**config.mk**
```make
export PLATFORM = sky130hd
export DESIGN_NAME = gauge_serial_if
export DESIGN_NICKNAME = d
export VERILOG_FILES = /design/src/rtl/gsi_pkg.sv /design/src/rtl/gsi_sync.sv /design/src/rtl/gsi_edge.sv /design/src/rtl/gsi_shift.sv /design/src/rtl/gsi_fault_gate.sv /design/src/rtl/gauge_serial_if.sv
export SDC_FILE = /design/constraint.sdc
export NUM_CORES = 1
export LEC_CHECK = 0
export BUFFER_PORTS_ARGS = -buffer_cell sky130_fd_sc_hd__buf_2
export CORE_MARGIN = 10
export CORE_UTILIZATION = 45
export CTS_CLUSTER_DIAMETER = 40
export CTS_CLUSTER_SIZE = 16
export DETAILED_ROUTE_END_ITERATION = 16
export PLACE_DENSITY = 0.63
export SYNTH_ARGS = -nofsm -noshare
export SYNTH_HDL_FRONTEND = slang
export SYNTH_SLANG_ARGS = --single-unit
```
**constraint.sdc**
```tcl
create_clock -name clk -period 1.2 [get_ports clk]
set_input_delay 0.18 -clock clk [delete_from_list [all_inputs] [get_ports clk]]
set_output_delay 0.18 -clock clk [all_outputs]
set_load 0.02 [all_outputs]
```
**src/rtl/gsi_pkg.sv**
```systemverilog
// Shared constants and types for the serial gauge command interface.
// Assumes a single system clock domain; the serial pins are asynchronous.
package gsi_pkg;
    // Width of one gauge position word.
    localparam int unsigned WORD_W     = 10;
    // Flops in each pin synchroniser.
    localparam int unsigned SYNC_DEPTH = 2;
    // Pins carried through the common synchroniser.
    localparam int unsigned NUM_PINS   = 3;
    localparam int unsigned PIN_SCLK   = 0;
    localparam int unsigned PIN_SDI    = 1;
    localparam int unsigned PIN_CSEL   = 2;

    // Which transition an edge detector reports.
    typedef enum logic {
        EDGE_RISE = 1'b0,
        EDGE_FALL = 1'b1
    } edge_kind_e;
endpackage

```
**src/rtl/gsi_sync.sv**
```systemverilog
// Multi-bit pin synchroniser: DEPTH flops per bit, reset to zero.
// Assumes each bit is independent (no bus coherency is required or given).
module gsi_sync #(
    parameter int unsigned WIDTH = 3,
    parameter int unsigned DEPTH = 2
) (
    input  logic             clk,
    input  logic             rst_n,
    input  logic [WIDTH-1:0] pin_async,
    output logic [WIDTH-1:0] pin_sync
);
    logic [WIDTH-1:0] stage [DEPTH];

    // First stage captures the raw pins.
    always_ff @(posedge clk) begin
        if (!rst_n) stage[0] <= '0;
        else        stage[0] <= pin_async;
    end

    // Remaining stages form the settling chain.
    for (genvar s = 1; s < DEPTH; s++) begin : g_stage
        always_ff @(posedge clk) begin
            if (!rst_n) stage[s] <= '0;
            else        stage[s] <= stage[s-1];
        end
    end

    assign pin_sync = stage[DEPTH-1];
endmodule

```
**src/rtl/gsi_edge.sv**
```systemverilog
// Single-edge detector on an already synchronised signal.
// KIND picks a rising or falling detector; the event is high for one clk.
module gsi_edge #(
    parameter gsi_pkg::edge_kind_e KIND = gsi_pkg::EDGE_RISE
) (
    input  logic clk,
    input  logic rst_n,
    input  logic sig,
    output logic event_o
);
    logic prev_q;

    // Remember last cycle's level of the signal.
    always_ff @(posedge clk) begin
        if (!rst_n) prev_q <= 1'b0;
        else        prev_q <= sig;
    end

    if (KIND == gsi_pkg::EDGE_RISE) begin : g_rise
        assign event_o = sig & ~prev_q;
    end else begin : g_fall
        assign event_o = ~sig & prev_q;
    end
endmodule

```
**src/rtl/gsi_shift.sv**
```systemverilog
// Serial-in shift register with a registered daisy-chain output.
// Assumes shift_en and out_step are single-cycle events from edge detectors.
module gsi_shift #(
    parameter int unsigned WORD_W = 10
) (
    input  logic              clk,
    input  logic              rst_n,
    input  logic              shift_en,
    input  logic              din,
    input  logic              out_step,
    output logic [WORD_W-1:0] word,
    output logic              dout
);
    logic [WORD_W-1:0] sreg_q;
    logic              dout_q;

    // Shift new data in at the LSB end, MSB leaves first.
    always_ff @(posedge clk) begin
        if (!rst_n)        sreg_q <= '0;
        else if (shift_en) sreg_q <= {sreg_q[WORD_W-2:0], din};
    end

    // Present the current MSB on the chain output at each output step.
    always_ff @(posedge clk) begin
        if (!rst_n)        dout_q <= 1'b0;
        else if (out_step) dout_q <= sreg_q[WORD_W-1];
    end

    assign word = sreg_q;
    assign dout = dout_q;
endmodule

```
**src/rtl/gsi_fault_gate.sv**
```systemverilog
// Short-circuit fault latch and output gating.
// Assumes short_det and out_en are synchronous to clk. A clear request wins
// over a set in the same cycle, so a persisting short re-trips one clk later.
module gsi_fault_gate (
    input  logic clk,
    input  logic rst_n,
    input  logic short_det,
    input  logic clear_req,
    input  logic out_en,
    output logic outputs_active,
    output logic stat_pull_low
);
    logic fault_q;

    // Latch a short; release it only on a clear request.
    always_ff @(posedge clk) begin
        if (!rst_n)         fault_q <= 1'b0;
        else if (clear_req) fault_q <= 1'b0;
        else if (short_det) fault_q <= 1'b1;
    end

    // Outputs drive only when enabled and no fault is held.
    always_comb begin
        outputs_active = out_en & ~fault_q;
        stat_pull_low  = ~outputs_active;
    end
endmodule

```
**src/rtl/gauge_serial_if.sv**
```systemverilog
// Top level of the cascadable serial gauge command interface.
// Synchronises the three serial pins, shifts words in while the select is
// high, commits on the select falling edge and gates the output drive.
// Assumes clk is at least 8x the shift clock rate.
module gauge_serial_if #(
    parameter int unsigned WORD_W     = gsi_pkg::WORD_W,
    parameter int unsigned SYNC_DEPTH = gsi_pkg::SYNC_DEPTH
) (
    input  logic              clk,
    input  logic              rst_n,
    input  logic              sclk,
    input  logic              sdi,
    input  logic              csel,
    input  logic              out_en,
    input  logic              short_det,
    output logic              sdo,
    output logic [WORD_W-1:0] pos_word,
    output logic              pos_update,
    output logic              outputs_active,
    output logic              stat_pull_low
);
    import gsi_pkg::*;

    logic [NUM_PINS-1:0] pins_raw;
    logic [NUM_PINS-1:0] pins_s;
    logic                sclk_rise;
    logic                sclk_fall;
    logic                cs_fall;
    logic                shift_go;
    logic [WORD_W-1:0]   shift_word;
    logic [WORD_W-1:0]   hold_q;
    logic                upd_q;

    // Gather the pins in package index order.
    always_comb begin
        pins_raw           = '0;
        pins_raw[PIN_SCLK] = sclk;
        pins_raw[PIN_SDI]  = sdi;
        pins_raw[PIN_CSEL] = csel;
    end

    gsi_sync #(
        .WIDTH (NUM_PINS),
        .DEPTH (SYNC_DEPTH)
    ) i_sync (
        .clk       (clk),
        .rst_n     (rst_n),
        .pin_async (pins_raw),
        .pin_sync  (pins_s)
    );

    gsi_edge #(.KIND(EDGE_RISE)) i_sclk_rise (
        .clk     (clk),
        .rst_n   (rst_n),
        .sig     (pins_s[PIN_SCLK]),
        .event_o (sclk_rise)
    );

    gsi_edge #(.KIND(EDGE_FALL)) i_sclk_fall (
        .clk     (clk),
        .rst_n   (rst_n),
        .sig     (pins_s[PIN_SCLK]),
        .event_o (sclk_fall)
    );

    gsi_edge #(.KIND(EDGE_FALL)) i_cs_fall (
        .clk     (clk),
        .rst_n   (rst_n),
        .sig     (pins_s[PIN_CSEL]),
        .event_o (cs_fall)
    );

    // Shift only on a clock rise seen while the select is high.
    assign shift_go = sclk_rise & pins_s[PIN_CSEL];

    gsi_shift #(.WORD_W(WORD_W)) i_shift (
        .clk      (clk),
        .rst_n    (rst_n),
        .shift_en (shift_go),
        .din      (pins_s[PIN_SDI]),
        .out_step (sclk_fall),
        .word     (shift_word),
        .dout     (sdo)
    );

    // Commit the shifted word on a select falling edge.
    always_ff @(posedge clk) begin
        if (!rst_n)       hold_q <= '0;
        else if (cs_fall) hold_q <= shift_word;
    end

    // One-cycle strobe that accompanies each commit.
    always_ff @(posedge clk) begin
        if (!rst_n) upd_q <= 1'b0;
        else        upd_q <= cs_fall;
    end

    gsi_fault_gate i_gate (
        .clk            (clk),
        .rst_n          (rst_n),
        .short_det      (short_det),
        .clear_req      (cs_fall),
        .out_en         (out_en),
        .outputs_active (outputs_active),
        .stat_pull_low  (stat_pull_low)
    );

    assign pos_word   = hold_q;
    assign pos_update = upd_q;
endmodule

```
==> impl_metrics.py <==
metrics = {
    "worst_hold_path": {
        "min_path_cells": 2,
        "worstHoldStart": "sdi",
        "hold_end": "i_sync.stage[0][1]",
        "worstHoldPathType": "primary input to register",
    },
    "clock_tree": {
        "root_buffer": "clkbuf_4",
        "h-tree-depth": 2,
        "cts_tree": "yes",
        "cts_buffers": 5,
        "clkTransAtPathRegs_ns": 0.09,
        "cts_buffer_depth": 2,
        "cts.sinks": 31,
        "clock_latency_ns": 0.32,
    },
    "critical_path": {
        "end_kind": "output port",
        "cp_num_cells": 3,
        "crit_required_ns": 1.02,
        "start_kind": "register",
        "crit_path_top_delay_cell": "dfxtp_2",
        "critPathKind": "register to output port",
        "r2r_end": "i_shift.word[0]",
        "path_cells": "nor2b_2 -> inv_1 -> buf_6",
        "r2r_slack_ns": 0.27,
        "r2r-start": "i_sync.stage[1][2]",
        "r2r_cells": 4,
        "max_stage_delay_ns": 0.33,
        "path_buf_inv": 2,
        "crit_path_max_fanout": 2,
        "path_delay_family": "flip-flops",
        "arrival_ns": 0.94,
    },
    "timing": {
        "min_period_over_period_pct": 93.1,
        "setup_violations": 0,
        "worstMarginPinSlew_ns": 0.202,
        "slew_headroom_pct": 86.5,
        "hold_viol_final": 0,
        "fin_worst_skew_ns": 0.00505,
        "whs_ns": 0.0687,
        "max_freq_mhz": 895,
        "min_period_ns": 1.12,
        "drv_slew": 0,
    },
    "placement": {
        "gp_congestion": 0.717,
        "io_buffers": 20,
        "placedCellCount": 167,
        "dp_hpwl_mm": 1.41,
        "dpl_cell_area_um2": 1280,
    },
    "final_layout": {
        "layout-drive-gt1-share_pct": 39.6,
        "area.growth.synth_to_final_pct": 18.4,
        "finalInstanceArea_um2": 1350,
        "diodes": 0,
        "nNetsFinal": 151,
        "fin_cells": 174,
    },
    "power": {
        "vdd_drop_max_v": 0.000879,
        "powerDensity_nw_per_um2": 1280,
        "p_leak_nw": 0.524,
    },
    "route": {
        "drt-initial-drc-count": 29,
        "drc": 0,
        "drt-total-wl_mm": 1.99,
        "wl_per_cell_um": 11.5,
        "viasPerCell": 4.70,
        "dr.pass1.iters": 4,
        "vias": 817,
        "postRouteAntennaNets": 0,
    },
    "synth": {
        "ys.flop_type": "dfxtp_1",
        "synth_cell_types": 18,
        "synth_top_cell_area_share_pct": 54.5,
        "syn_area_per_cell_um2": 9.65,
        "syn_area_um2": 1140,
        "synthTopCellsByArea": "dfxtp_1 55%, a21boi_2 9.9%, nand2_1 6.6%, nand2_2 5.5%, and2_1 4.9%",
        "yosys_warnings": 0,
        "ys_async_sr_fraction_pct": 0,
        "syn_inst": 118,
        "synth_enable_flop_cells": 0,
        "syn-num-nets": 125,
        "yosys.cell_count.top_type": "dfxtp_1",
        "synth_seq_cells": 31,
        "synth.largest_area_cell": "dfxtp_1",
        "synth_common_cells": "31 x dfxtp_1, 20 x nand2_1, 11 x o21ai_1",
        "yosysSeqAreaShare_pct": 54.5,
    },
    "die": {
        "coreArea_um2": 2450,
        "die_w_um": 70.3,
        "initial_core_util_pct": 46.4,
        "die_h_um": 70.3,
        "die-area_um2": 4940,
        "pin_count": 21,
        "rows": 18,
    },
    "grt": {
        "grt_max_degree": 25,
        "grt_pass1_vias": 803,
        "grt_use_total_pct": 8.74,
        "grt_pass1_wl_mm": 3.53,
        "antenna_found_initial": 0,
        "grt_overflow": 0,
    },
    "outcome": {
        "outcome": "complete, no violations",
    },
    "job": {
        "maxCapViolCount": 0,
    },
}
## stage by stage
step | util, % | setup TNS, ns | power, W | worst slack [ns]
6_report | 54.9 | 0 | 0.00173 | 0.0827
5_1_grt | 54.9 | -0.00337 | 0.00182 | -0.00337
4_1_cts | 54.5 | 0 | 0.00175 | 0.0314
3_5_place_dp | 52.2 | 0 | 0.00115 | 0.277
3_3_place_gp | 52.2 | 0 | 0.00115 | 0.303
2_1_floorplan | - | 0 | 0.00112 | 0.180
## logic make-up after synthesis
family                 count (synthesis)  synth area share, %
AOI/OAI and AO/OA                     21                 14.7
buffers and inverters                  9                 4.50
DFF                                   31                 54.5
muxes                                  1                0.879
and+or+nand+nor                       56                 25.4
## layout by cell type, fill, tap and decap left out
cell,netlist,routed
nand3b_1,1,1
nand2b_1,2,2
nor2b_1,2,1
dfxtp_2,0,1
clkinv_2,0,1
nand2_1,20,20
buf_4,1,7
nand2_2,10,10
inv_1,1,1
o21ai_1,11,11
a21boi_2,10,10
nor2_1,1,1
and2_1,9,9
dfxtp_1,31,30
nand3_1,10,10
clkbuf_8,0,1
clkbuf_4,0,5
buf_6,1,1
mux2i_1,1,1
buf_2,5,19
nor2b_2,1,2
## area by class of cell
| class | instances | area, um^2 |
|---|---|---|
| Clock buffer | 6 | 51.3 |
| Clock inverter | 1 | 5.00 |
| Fill cell | 252 | 1110 |
| Inverter | 1 | 3.75 |
| Multi-Input combinational cell | 78 | 469 |
| Sequential cell | 31 | 622 |
| Tap cell | 30 | 37.5 |
| Timing Repair Buffer | 27 | 159 |
## worst max-delay path by stage
stage	startpoint	to
4_1_cts	i_gate.fault_q	stat_pull_low
3_3_place_gp	i_sync.stage[1][2]	pos_word[9]
5_1_grt	i_gate.fault_q	stat_pull_low
2_1_floorplan	i_gate.fault_q	stat_pull_low
6_report	i_gate.fault_q	stat_pull_low
3_5_place_dp	i_sync.stage[1][2]	pos_word[6]
## where the power goes
group          leakage (nW)  internal (W)  switching [W]
Sequential            0.252       0.00104     0.00000582
Combinational         0.239     0.0000403      0.0000432
Clock                0.0341      0.000271       0.000326
Total                 0.524       0.00135       0.000375
## metal layers
metal	GRT usage, %	wire (um)
met1	10.0	944
met2	12.8	860
met3	4.52	153
met4	4.61	36
met5	0	0
## flip-flops by register name, summed over array words and instances, names as in the netlist
signal,count
i_shift.dout,1
i_sync.stage,6
pos_word,10
i_cs_fall.prev_q,1
i_sclk_fall.prev_q,1
i_gate.fault_q,1
pos_update,1
i_shift.word,10
## timing repair
action / CTS / global route
setup buffers: 0 / 0
gates resized for setup: 0 / 4
hold buffers: 0 / 0
setup endpoints to repair: 0 / 2
Power figures use the tool's default switching activity.
